### src/rtl/ticket_vend.sv
module ticket_vend #(
  parameter int W     = 4,
  parameter int FARE0 = 3,
  parameter int FARE1 = 4,
  parameter int FARE2 = 6
) (
  input  logic         clk,
  input  logic         rst,
  input  logic [2:0]   dest_stb,
  input  logic [2:0]   coin_stb,
  input  logic         cancel,
  output logic         ticket,
  output logic [W-1:0] change,
  output logic [W-1:0] total
);

  localparam logic [1:0] S_IDLE    = 2'd0;
  localparam logic [1:0] S_COLLECT = 2'd1;
  localparam logic [1:0] S_VEND    = 2'd2;
  localparam logic [1:0] S_REFUND  = 2'd3;

  localparam logic [W-1:0] F0   = W'(FARE0);
  localparam logic [W-1:0] F1   = W'(FARE1);
  localparam logic [W-1:0] F2   = W'(FARE2);
  localparam logic [W-1:0] MAXV = {W{1'b1}};

  logic [1:0]   state_q;
  logic [W-1:0] total_q;
  logic [W-1:0] fare_q;
  logic [W-1:0] coin_val;
  logic [W-1:0] fare_pick;
  logic [W:0]   sum_wide;
  logic [W-1:0] sum_sat;

  assign coin_val  = coin_stb[0] ? W'(1) :
                     coin_stb[1] ? W'(2) :
                     coin_stb[2] ? W'(5) : '0;
  assign fare_pick = dest_stb[0] ? F0 : dest_stb[1] ? F1 : F2;
  assign sum_wide  = {1'b0, total_q} + {1'b0, coin_val};
  assign sum_sat   = sum_wide[W] ? MAXV : sum_wide[W-1:0];

  always_ff @(posedge clk) begin
    if (rst) begin
      state_q <= S_IDLE;
      total_q <= '0;
      fare_q  <= '0;
    end else begin
      case (state_q)
        S_IDLE: begin
          total_q <= '0;
          if (|dest_stb) begin
            fare_q  <= fare_pick;
            state_q <= S_COLLECT;
          end
        end
        S_COLLECT: begin
          if (cancel) begin
            state_q <= S_REFUND;
          end else if (|coin_stb) begin
            total_q <= sum_sat;
            if (sum_sat >= fare_q) state_q <= S_VEND;
          end
        end
        default: begin
          state_q <= S_IDLE;
          total_q <= '0;
        end
      endcase
    end
  end

  assign ticket = (state_q == S_VEND);
  assign change = (state_q == S_VEND)   ? total_q - fare_q :
                  (state_q == S_REFUND) ? total_q : '0;
  assign total  = total_q;

endmodule

### config.mk
export PLATFORM = sky130hd
export DESIGN_NAME = ticket_vend
export DESIGN_NICKNAME = d
export VERILOG_FILES = /design/src/rtl/ticket_vend.sv
export SDC_FILE = /design/constraint.sdc
export NUM_CORES = 1
export LEC_CHECK = 0
export BUFFER_PORTS_ARGS = -buffer_cell sky130_fd_sc_hd__buf_2
export CAP_MARGIN = 40
export CORE_ASPECT_RATIO = 1.2
export CORE_MARGIN = 2
export CORE_UTILIZATION = 50
export CTS_CLUSTER_DIAMETER = 120
export DETAILED_ROUTE_END_ITERATION = 10
export MAX_ROUTING_LAYER = met4
export PLACE_DENSITY_LB_ADDON = 0.2
export SLEW_MARGIN = 20
export SYNTH_ARGS = -nofsm -noshare
export SYNTH_HDL_FRONTEND = slang
export SYNTH_SLANG_ARGS = --single-unit
### constraint.sdc
create_clock -name clk -period 3.01 [get_ports clk]
set_clock_uncertainty 0.15 [all_clocks]
set_input_delay 0.4515 -clock clk [delete_from_list [all_inputs] [get_ports clk]]
set_output_delay 0.4515 -clock clk [all_outputs]
set_load 0.05 [all_outputs]
Yosys cells after proc, flatten, opt, wreduce, memory -nomap -nowiden
Cells that the tools add are included.
{"block": "word_totals", "elab_cells": 34, "reg_bits": 10, "output_inout_bits": 9}
{"block": "op_classes", "reduce_logical": 7, "n_mux": 13, "n_eq_ne": 6, "magnitude_cmp": 1, "bitwise_logic": 2, "addsub": 2}
{"operator": "$mux 3", "count": 4}
{"operator": "$mux 4", "count": 3}
{"operator": "$mux 2", "count": 5}
{"operator": "$ne 3x3->1 const B", "count": 2}
{"operator": "$reduce_or 3->1", "count": 2}
{"operator": "$add 4x3->5", "count": 1}
{"operator": "$eq 2x2->1 const B", "count": 2}
{"operator": "$ge 4x4->1", "count": 1}
{"operator": "$pmux 2 s2", "count": 1}
{"operator": "$reduce_and 2->1", "count": 2}
{"operator": "$sub 4x4->4", "count": 1}
{"operator": "$reduce_and 3->1", "count": 1}
{"operator": "$eq 2x1->1 const B", "count": 1}
{"operator": "$logic_not 2->1", "count": 1}
{"operator": "$ne 2x2->1 const B", "count": 1}
{"operator": "$not 1->1", "count": 2}
{"operator": "$reduce_or 2->1", "count": 1}

Logic depth before layout (Yosys ltp)
Gate-level depths: netlist (run 1).
{"block": "logic_depth", "word_depth": 10, "depth_mapped": 13}

Least setup slack after synthesis (run 1)
OpenSTA, ideal clock, no wires.
{"block": "synth_timing", "path_type": "register to register", "startpoint": "register total_q[1] (netlist: total[1])", "endpoint": "register state_q[1]", "path_buffers": 0, "synth_period_minus_slack_ps": 2934, "setup_ps": 129, "stages_incl_launch_ff": 10, "required_time_ps": 2731, "t_arrival_ps": 2655, "slack_ps": 76, "path_cell_list": "dfxtp_1 -> inv_1 -> fa_1 -> xnor2_1 -> o22a_1 -> ha_1 -> a211o_1 -> a31oi_1 -> o211ai_1 -> nor3b_2"}
{"block": "synth_between", "elab_chain_cells": 5}
{"element": "from (decl)", "line_no": "28", "text": "logic [W-1:0] total_q;"}
{"element": "from (signal assigned)", "line_no": "60", "text": "total_q <= sum_sat;"}
{"element": "$add 4x3->5", "line_no": "39", "text": "assign sum_wide = {1'b0, total_q} + {1'b0, coin_val};"}
{"element": "$mux 4", "line_no": "40", "text": "assign sum_sat = sum_wide[W] ? MAXV : sum_wide[W-1:0];"}
{"element": "via sum_sat[2]", "line_no": "33", "text": "logic [W-1:0] sum_sat;"}
{"element": "$ge 4x4->1", "line_no": "61", "text": "if (sum_sat >= fare_q) state_q <= S_VEND;"}
{"element": "$ne 3x3->1 (no line)"}
{"element": "$reduce_and 3->1 (no line)"}
{"element": "to (signal assigned)", "line_no": "44", "text": "state_q <= S_IDLE;"}
{"element": "to (signal assigned)", "line_no": "61"}
{"element": "to (signal assigned)", "line_no": "65", "text": "state_q <= S_IDLE;"}
{"element": "to (decl)", "line_no": "27", "text": "logic [1:0] state_q;"}
The timed path passes the listed nets, and every way through them passes these cells.
A chain may end at the register's enable or synchronous reset.

Worst setup path in the final report (run 1)
{"block": "layout_timing", "startpoint": "input port coin_stb[1]", "endpoint": "register state_q[1]"}
{"block": "layout_between", "elab_chain_cells": 7, "word_cells_on_any_way": 9}
{"element": "from (decl)", "line_no": "10", "text": "input logic [2:0] coin_stb,"}
{"element": "$mux 3", "line_no": "36", "text": "coin_stb[1] ? W'(2) :"}
{"element": "$mux 3", "line_no": "35", "text": "assign coin_val = coin_stb[0] ? W'(1) :"}
{"element": "$add 4x3->5", "line_no": "39"}
{"element": "$mux 4", "line_no": "40"}
{"element": "via sum_sat[2]", "line_no": "33"}
{"element": "$ge 4x4->1", "line_no": "61"}
{"element": "$ne 3x3->1 (no line)"}
{"element": "$reduce_and 3->1 (no line)"}
The timed path passes the listed nets, and every way through them passes these cells.

==> impl_metrics.py, run 1 <==
metrics = {
    "run_status": {
        "status": "completed",
    },
    "sta": {
        "post-route-min-period_ps": 2843,
        "timing.hold.ws_ps": 230.3,
        "tightest_slew_ps": 397.4,
        "rsz0062_at_grt": "false",
        "hold_violations": 0,
        "max_freq_mhz": 351.7,
        "finalSetupViolations": 0,
        "finalMaxSlewViolations": 0,
        "slew_headroom": 0.7326,
        "fin_crit_sh": 0.9445,
    },
    "global_routing": {
        "grt_pass1_vias": 609,
        "antenna_found_initial": 0,
        "grt_pass1_wl_um": 2559,
        "grt_max_degree": 13,
        "globalRouteOverflowTotal": 0,
        "grt_usage": 0.2192,
    },
    "drt": {
        "vias": 729,
        "wl_um": 1651,
        "drt_iter0_drc": 13,
        "drcViolationCount": 0,
        "wl_per_cell_um": 12.32,
        "drtPass1Iterations": 4,
        "drtAntennaViolNets": 0,
        "avgViaCountPerCell": 5.440,
    },
    "cts": {
        "clkLatencyLatePin_ps": 270,
        "cts-buffers-inserted": 3,
        "cts_setup_buffers": 0,
        "cts.sinks": 9,
        "clk_pin_slew_ps": 70,
        "cts_tree": "yes",
        "clock_path_buffers": 2,
        "cts-hold-fix-buffers": 0,
        "h-tree-depth": 1,
        "clockRootBuffer": "clkbuf_4",
        "cts_resized": 0,
    },
    "setup_path": {
        "crit_required_ps": 3010,
        "critPathMaxStageDelay_ps": 430,
        "crit_type": "in -> reg",
        "cp-start-kind": "input port",
        "slowest_stage": "fa_1",
        "cp_max_fo": 4,
        "crit_chain": "buf_2, nand2b_1, nand2b_1, ha_1, inv_1, fa_1, xnor2_1, o22a_1, ha_1, a211o_1, a31oi_1, o211ai_1, nor3b_2",
        "arrival_ps": 2850,
        "path_buf_inv": 2,
        "crit_family": "adder cells",
        "crit_path_end_kind": "flip-flop",
    },
    "synthesis": {
        "synth_area_sq_um": 784.5,
        "ys.flop_type": "dfxtp_1",
        "yosysTopAreaCellShare": 0.2297,
        "syn_inst": 96,
        "synth_cell_types": 35,
        "synth_edf_count": 0,
        "ys_warn_count": 0,
        "async_flop_share": 0,
        "synth_area_leaders": "dfxtp_1 (23%), ha_1 (14%), fa_1 (5.1%), nand2_1 (4.8%), nand2b_1 (4.8%)",
        "yosysSeqAreaShare": 0.2297,
        "synth_fp_nets": 116,
        "synth-seq-cells": 9,
        "synth_largest_area_cell": "dfxtp_1",
        "syn_area_per_cell_sq_um": 8.172,
    },
    "floorplanning": {
        "rows": 15,
        "die_h_um": 47.39,
        "die_area_sq_um": 1903,
        "ios": 18,
        "die_w_um": 40.16,
        "coreArea_sq_um": 1445,
        "start_util": 0.5429,
    },
    "placed_design": {
        "gp_congestion": 0.8043,
        "port_buffers": 17,
        "hpwl_um": 1332,
    },
    "power_and_ir_drop": {
        "vdd_drop_max_v": 0.0002610,
        "cellPowerDensity_nw_per_um2": 404.7,
        "p_leak_nw": 0.4554,
    },
    "cells_and_area": {
        "utilization": 0.6364,
        "final_nets": 138,
        "synthToLayoutAreaGrowth_pct": 17.22,
        "n_antenna_cell": 0,
        "fillers": 144,
        "drive_gt1_frac": 0.2479,
    },
    "run": {
        "maxCapViolations": 0,
    },
    "min_path": {
        "hold_class": "in -> reg",
    },
}
[cells in the mapped netlist (all sizes together), types with 2 or more instances]
master  number
nor2b        3
a21oi        4
nor4         2
nand2b       6
nand2       10
and2         3
inv          7
nor3         3
o21ai        8
dfxtp        9
ha           9
a21o         2
nor2        11
fa           2
a31oi        2
[area by class of cell]
type / instances / area (sq um) / share of cell area
clock buffers: 4 / 26.28 / 0.02857
inverters: 7 / 26.28 / 0.02857
multi-input cells: 79 / 573.1 / 0.6231
flip-flops and latches: 9 / 180.2 / 0.1959
well taps: 17 / 21.27 / 0.02313
repair buffers: 18 / 92.59 / 0.1007
[through the flow]
step	setup TNS, ps	cell area, sq um	std cells	worst slack [ps]	total power, mW
final	0	919.6	134	167.1	0.3721
after global routing	0	919.6	134	38.53	0.3978
after CTS	0	919.6	134	195.3	0.3733
after detailed placement	-58.67	893.4	130	-58.67	0.2747
after global placement	-16.53	893.4	130	-16.53	0.2701
after floorplan	0	784.5	96	76.02	0.2423
[metal layers]
layer / vias to the layer above / share of wire / global-route usage
met1: 325 / 0.44 / 0.2450
met5: - / 0 / -
li1: 380 / - / -
met3: 5 / 0.039 / 0.04265
met2: 19 / 0.49 / 0.3452
met4: 0 / 0.030 / 0.1448
[logic make-up after synthesis]
| group | after synthesis | synth area share |
|---|---|---|
| compound gates | 24 | 0.2073 |
| fa+ha+maj | 11 | 0.1946 |
| flops | 9 | 0.2297 |
| xor+xnor | 2 | 0.02233 |
| simple gates | 41 | 0.2935 |
| buf+inv | 8 | 0.03987 |
| mux | 1 | 0.01276 |
[worst paths after layout]
check                         startpoint                 endpoint  slack, ps  cells past startpoint
setup / recovery             coin_stb[1]  state_q[1]$_SDFFE_PP0P_        170                     13
hold / removal                       rst   fare_q[0]$_SDFFE_PP0P_        230                      2
setup reg to reg   total[0]$_SDFFE_PP0P_  state_q[1]$_SDFFE_PP0P_        250                     10
hold reg to reg   fare_q[2]$_SDFFE_PP0P_   fare_q[2]$_SDFFE_PP0P_        370                      2
[worst reg2reg max path, cell delays in order (launching register included)]
cell and delay, ps:
dfxtp_1 390, ha_1 200, inv_1 60, fa_1 430, xnor2_1 160, o22a_1 220
ha_1 290, a211o_1 250, a31oi_1 200, o211ai_1 120, nor3b_2 160
[flip-flops by register name, indices dropped and copies added, names as in the netlist]
register / cells
fare_q: 3
state_q: 2
total: 4
[cell usage in the layout, fill, tap and decap left out, types with 2 or more instances in the layout]
cell and n:
and2_1 3, nor2b_1 2, inv_1 7, nand2_1 10
nor2_2 2, nor2_1 9, o21ai_0 6, a21o_1 2
dfxtp_1 9, nor3_1 2, nor4_1 2, a31oi_1 2
clkbuf_4 3, buf_2 17, a21oi_1 4, fa_1 2
ha_1 9, nand2b_1 6
[power by group]
group / leakage (nW) / internal [mW] / switching [mW] / total [mW]
combinational: 0.367 / 0.0521 / 0.0747 / 0.127
clock: 0.0150 / 0.0515 / 0.0499 / 0.101
sequential: 0.0739 / 0.129 / 0.0149 / 0.144
total: 0.455 / 0.233 / 0.139 / 0.372
(Power assumes the default switching activity.)
==> inputs of run 2 (changes only) <==
--- a/config.mk
+++ b/config.mk
@@ -7,9 +7,9 @@
 export LEC_CHECK = 0
 export BUFFER_PORTS_ARGS = -buffer_cell sky130_fd_sc_hd__buf_2
 export CAP_MARGIN = 40
-export CORE_ASPECT_RATIO = 1.2
+export CORE_ASPECT_RATIO = 1.4
 export CORE_MARGIN = 2
-export CORE_UTILIZATION = 50
+export CORE_UTILIZATION = 30
 export CTS_CLUSTER_DIAMETER = 120
 export DETAILED_ROUTE_END_ITERATION = 10
 export MAX_ROUTING_LAYER = met4
==> constraint.sdc (replaced) <==
create_clock -name clk -period 3.01 [get_ports clk]
set_clock_uncertainty 0.15 [all_clocks]
set_input_delay 0.301 -clock clk [delete_from_list [all_inputs] [get_ports clk]]
set_output_delay 0.301 -clock clk [all_outputs]
set_load 0.05 [all_outputs]
==> impl_metrics.py, run 2 (synthesized netlist as in run 1, its figures left out) <==
metrics = {
    "drt": {
        "drcViolationCount": 0,
        "drt_iter0_drc": 11,
        "wl_per_cell_um": 11.96,
        "drtAntennaViolNets": 0,
        "vias": 739,
        "avgViaCountPerCell": 4.862,
        "wl_um": 1818,
        "drtPass1Iterations": 4,
    },
    "power_and_ir_drop": {
        "p_sw_frac": 0.3781,
        "p_clk_frac": 0.273,
        "seq_power_share": 0.381,
        "intPower_mw": 0.2339,
        "p_leak_nw": 0.4614,
        "cellPowerDensity_nw_per_um2": 396.5,
        "vdd_drop_max_v": 0.0001688,
        "finalPower_mw": 0.3761,
        "power_switching_mw": 0.1422,
        "pwr-share-comb": 0.346,
    },
    "placed_design": {
        "hpwl_um": 1435,
        "port_buffers": 17,
        "dpl_cell_area_sq_um": 922.1,
        "gp_congestion": 0.7521,
    },
    "setup_path": {
        "slowest_stage": "fa_1",
        "arrival_ps": 2670,
        "cp-start-kind": "input port",
        "crit_type": "in -> reg",
        "cp-endpoint": "state_q[1]$_SDFFE_PP0P_",
        "crit_required_ps": 3020,
        "cp-startpoint": "coin_stb[1]",
        "critPathMaxStageDelay_ps": 430,
        "cp_max_fo": 4,
        "r2r_start": "total[0]$_SDFFE_PP0P_",
        "crit_chain": "buf_2, nand2b_1, nand2b_1, ha_1, inv_1, fa_1, xnor2_1, o22a_1, ha_1, a211o_1, a31oi_1, o211ai_1, nor3b_2",
        "r2r_slack_ps": 360,
        "rr_endpoint": "state_q[1]$_SDFFE_PP0P_",
        "r2r_cells": 10,
        "crit_path_end_kind": "flip-flop",
    },
    "run_status": {
        "status": "completed",
    },
    "cts": {
        "cts.sinks": 9,
        "clock_path_buffers": 2,
        "clk_pin_slew_ps": 70,
        "cts_setup_buffers": 0,
        "cts_resized": 0,
        "h-tree-depth": 1,
        "cts-hold-fix-buffers": 0,
        "clockRootBuffer": "clkbuf_4",
        "cts-buffers-inserted": 3,
        "cts_tree": "yes",
        "clkLatencyLatePin_ps": 280,
    },
    "floorplanning": {
        "coreArea_sq_um": 2444,
        "die_h_um": 64.51,
        "die_w_um": 47.22,
        "ios": 18,
        "die_area_sq_um": 3046,
        "rows": 21,
        "start_util": 0.3210,
    },
    "sta": {
        "finalSetupViolations": 0,
        "max_freq_mhz": 375.6,
        "rsz0062_at_grt": "false",
        "tns_ps": 0,
        "slew_headroom": 0.7367,
        "hold_violations": 0,
        "tightest_slew_ps": 391.3,
        "fin_crit_sh": 0.8846,
        "post-route-min-period_ps": 2663,
        "finalMaxSlewViolations": 0,
    },
    "cells_and_area": {
        "n_antenna_cell": 0,
        "final_area_sq_um": 948.4,
        "synthToLayoutAreaGrowth_pct": 20.89,
        "drive_gt1_frac": 0.2542,
        "final_nets": 139,
        "layout_common_cells": "buf_2 (17), nand2_1 (10), nor2_1 (9), ha_1 (9), dfxtp_1 (9)",
        "fillers": 258,
        "layout_commonest_cell": "buf_2",
        "largest_register_ffs": 4,
    },
    "run": {
        "maxCapViolations": 0,
    },
    "global_routing": {
        "grt_pass1_vias": 704,
        "grt_usage": 0.1440,
        "grt_max_degree": 13,
        "grt_pass1_wl_um": 3056,
        "globalRouteOverflowTotal": 0,
        "antenna_found_initial": 0,
    },
    "min_path": {
        "hold_class": "in -> reg",
        "holdPathStages": 2,
    },
}
run 2: cell count changes in the layout (fill, tap and decap cells not counted):
cell / previous run / this run
buf_4: 1 / 2
run 2: metal layers:
metal | up-vias | share of wire | global-route usage
met3 | 5 | 0.027 | 0.01671
li1 | 388 | - | -
met2 | 19 | 0.50 | 0.2280
met4 | 0 | 0.029 | 0.07292
met1 | 327 | 0.44 | 0.1718
met5 | - | 0 | -
run 2: stage by stage:
| step | cells | setup slack [ps] | util | hold slack (ps) |
|---|---|---|---|---|
| 3_3_place_gp | 148 | 137.5 | 0.3774 | 369.5 |
| 4_1_cts | 152 | 354.7 | 0.3881 | 87.32 |
| 3_5_place_dp | 148 | 66.56 | 0.3774 | 368.7 |
| 5_1_grt | 152 | 206.6 | 0.3881 | 90.32 |
| 6_report | 152 | 347.5 | 0.3881 | 84.53 |
| 2_1_floorplan | 96 | 76.02 | - | 223.4 |
run 2: power groups by stage:
stage	Combinational, mW	Sequential [mW]	Clock [mW]
global placement	0.130	0.147	0
detailed placement	0.131	0.147	0
floorplan	0.0973	0.145	0
finish	0.130	0.143	0.102
CTS	0.132	0.144	0.103
global route	0.150	0.147	0.109
run 2: worst max-delay path: cells and delay by family:
family | cells | cell delay [ps]
xor+xnor | 1 | 150
simple gates | 3 | 380
buf+inv | 2 | 180
fa+ha+maj | 3 | 880
compound gates | 4 | 780
run 2: how the worst min path moves through the flow:
stage,from,slack [ps],end
5_1_grt,rst,90,fare_q[0]$_SDFFE_PP0P_
3_5_place_dp,rst,370,fare_q[0]$_SDFFE_PP0P_
2_1_floorplan,rst,220,fare_q[0]$_SDFFE_PP0P_
3_3_place_gp,rst,370,fare_q[0]$_SDFFE_PP0P_
6_report,rst,80,fare_q[0]$_SDFFE_PP0P_
4_1_cts,rst,90,fare_q[0]$_SDFFE_PP0P_
run 2: cell type report:
cell class	count	area [sq um]	area share
tap	34	42.54	0.04485
multi-input combinational	79	573.1	0.6042
clock buffer	4	26.28	0.02770
timing repair buffer	19	100.1	0.1055
inverter	7	26.28	0.02770
sequential	9	180.2	0.1900
==> inputs of run 3 (changes only) <==
--- a/config.mk
+++ b/config.mk
@@ -12,7 +12,6 @@
 export CORE_UTILIZATION = 30
 export CTS_CLUSTER_DIAMETER = 120
 export DETAILED_ROUTE_END_ITERATION = 10
-export MAX_ROUTING_LAYER = met4
 export PLACE_DENSITY_LB_ADDON = 0.2
 export SLEW_MARGIN = 20
 export SYNTH_ARGS = -nofsm -noshare
==> impl_metrics.py, run 3 (synthesized netlist as in run 1, its figures left out) <==
metrics = {
    "global_routing": {
        "grt_usage": 0.1410,
        "antenna_found_initial": 0,
        "grt_pass1_vias": 710,
        "grt_max_degree": 13,
        "grt_pass1_wl_um": 3063,
        "globalRouteOverflowTotal": 0,
    },
    "placed_design": {
        "dpl_cell_area_sq_um": 922.1,
        "port_buffers": 17,
        "placedCellCount": 148,
        "dp_slack_ps": 66.56,
        "hpwl_um": 1435,
        "gp_congestion": 0.7428,
    },
    "drt": {
        "drcViolationCount": 0,
        "drtAntennaViolNets": 0,
        "drtPass1Iterations": 4,
        "drt_iter0_drc": 7,
        "vias": 739,
        "wl_um": 1818,
        "wl_per_cell_um": 11.96,
        "avgViaCountPerCell": 4.862,
    },
    "min_path": {
        "hold_class": "in -> reg",
    },
    "sta": {
        "rsz0062_at_grt": "false",
        "hold_violations": 0,
        "tns_ps": 0,
        "finalSetupViolations": 0,
        "fin_ws_ps": 346.6,
        "slew_headroom": 0.7391,
        "max_freq_mhz": 375.5,
        "fin_crit_sh": 0.8848,
        "timing.hold.ws_ps": 83.04,
        "tightest_slew_ps": 387.7,
        "finalMaxSlewViolations": 0,
        "post-route-min-period_ps": 2663,
    },
    "cells_and_area": {
        "utilization": 0.3881,
        "finalNonFillerCells": 152,
        "layout_common_cells": "buf_2 (17), nand2_1 (10), nor2_1 (9), ha_1 (9), dfxtp_1 (9)",
        "final_nets": 139,
        "synthToLayoutAreaGrowth_pct": 20.89,
        "drive_gt1_frac": 0.2542,
        "layout_commonest_cell": "buf_2",
        "n_antenna_cell": 0,
        "final_area_sq_um": 948.4,
        "fillers": 258,
        "largest_register_ffs": 4,
    },
    "power_and_ir_drop": {
        "p_leak_nw": 0.4614,
        "finalPower_mw": 0.3765,
        "cellPowerDensity_nw_per_um2": 397.0,
        "vdd_drop_max_v": 0.0001689,
    },
    "run": {
        "maxCapViolations": 0,
    },
    "cts": {
        "cts_tree": "yes",
        "cts_resized": 0,
        "cts.sinks": 9,
        "clockRootBuffer": "clkbuf_4",
        "clock_path_buffers": 2,
        "clkLatencyLatePin_ps": 280,
        "cts-buffers-inserted": 3,
        "clk_pin_slew_ps": 70,
        "cts-hold-fix-buffers": 0,
        "cts_setup_buffers": 0,
        "h-tree-depth": 1,
    },
    "floorplanning": {
        "rows": 21,
        "die_area_sq_um": 3046,
        "start_util": 0.3210,
        "die_w_um": 47.22,
        "ios": 18,
        "die_h_um": 64.51,
        "coreArea_sq_um": 2444,
    },
    "setup_path": {
        "arrival_ps": 2670,
        "crit_type": "in -> reg",
        "crit_path_end_kind": "flip-flop",
        "cp_max_fo": 4,
        "cp-start-kind": "input port",
        "crit_required_ps": 3020,
    },
    "run_status": {
        "status": "completed",
    },
}
[run 3: cell counts in the layout (fill, tap and decap cells not counted)]
No cell type changed its count.
[run 3: worst paths after layout]
check | from | end | slack, ps | cells past startpoint
min | rst | fare_q[0]$_SDFFE_PP0P_ | 80 | 2
min reg2reg | fare_q[2]$_SDFFE_PP0P_ | fare_q[2]$_SDFFE_PP0P_ | 390 | 2
max reg2reg | total[0]$_SDFFE_PP0P_ | state_q[1]$_SDFFE_PP0P_ | 360 | 10
max | coin_stb[1] | state_q[1]$_SDFFE_PP0P_ | 350 | 13
[run 3: cell type report]
cell class / instances / area, sq um / area share
clock buffers: 4 / 26.28 / 0.02770
inverters: 7 / 26.28 / 0.02770
multi-input cells: 79 / 573.1 / 0.6042
flip-flops and latches: 9 / 180.2 / 0.1900
well taps: 34 / 42.54 / 0.04485
repair buffers: 19 / 100.1 / 0.1055
[run 3: critical path: stages]
cell and delay [ps]:
buf_2 120, nand2b_1 150, nand2b_1 70, ha_1 150, inv_1 60, fa_1 430, xnor2_1 150, o22a_1 230
ha_1 300, a211o_1 250, a31oi_1 190, o211ai_1 110, nor3b_2 160
[run 3: power by group]
part           internal (mW)  switching [mW]  leakage, nW  total [mW]
sequential             0.129          0.0145       0.0739       0.144
combinational         0.0535          0.0768        0.373       0.130
clock                 0.0514          0.0513       0.0150       0.103
[run 3: per-layer routing]
layer,up-vias,share of wire,wire length (um),GRT usage
met4,0,0.027,49,0.07292
li1,387,-,-,-
met5,-,0,0,0
met1,328,0.44,801,0.1701
met2,19,0.50,912,0.2314
met3,5,0.030,54,0.01671
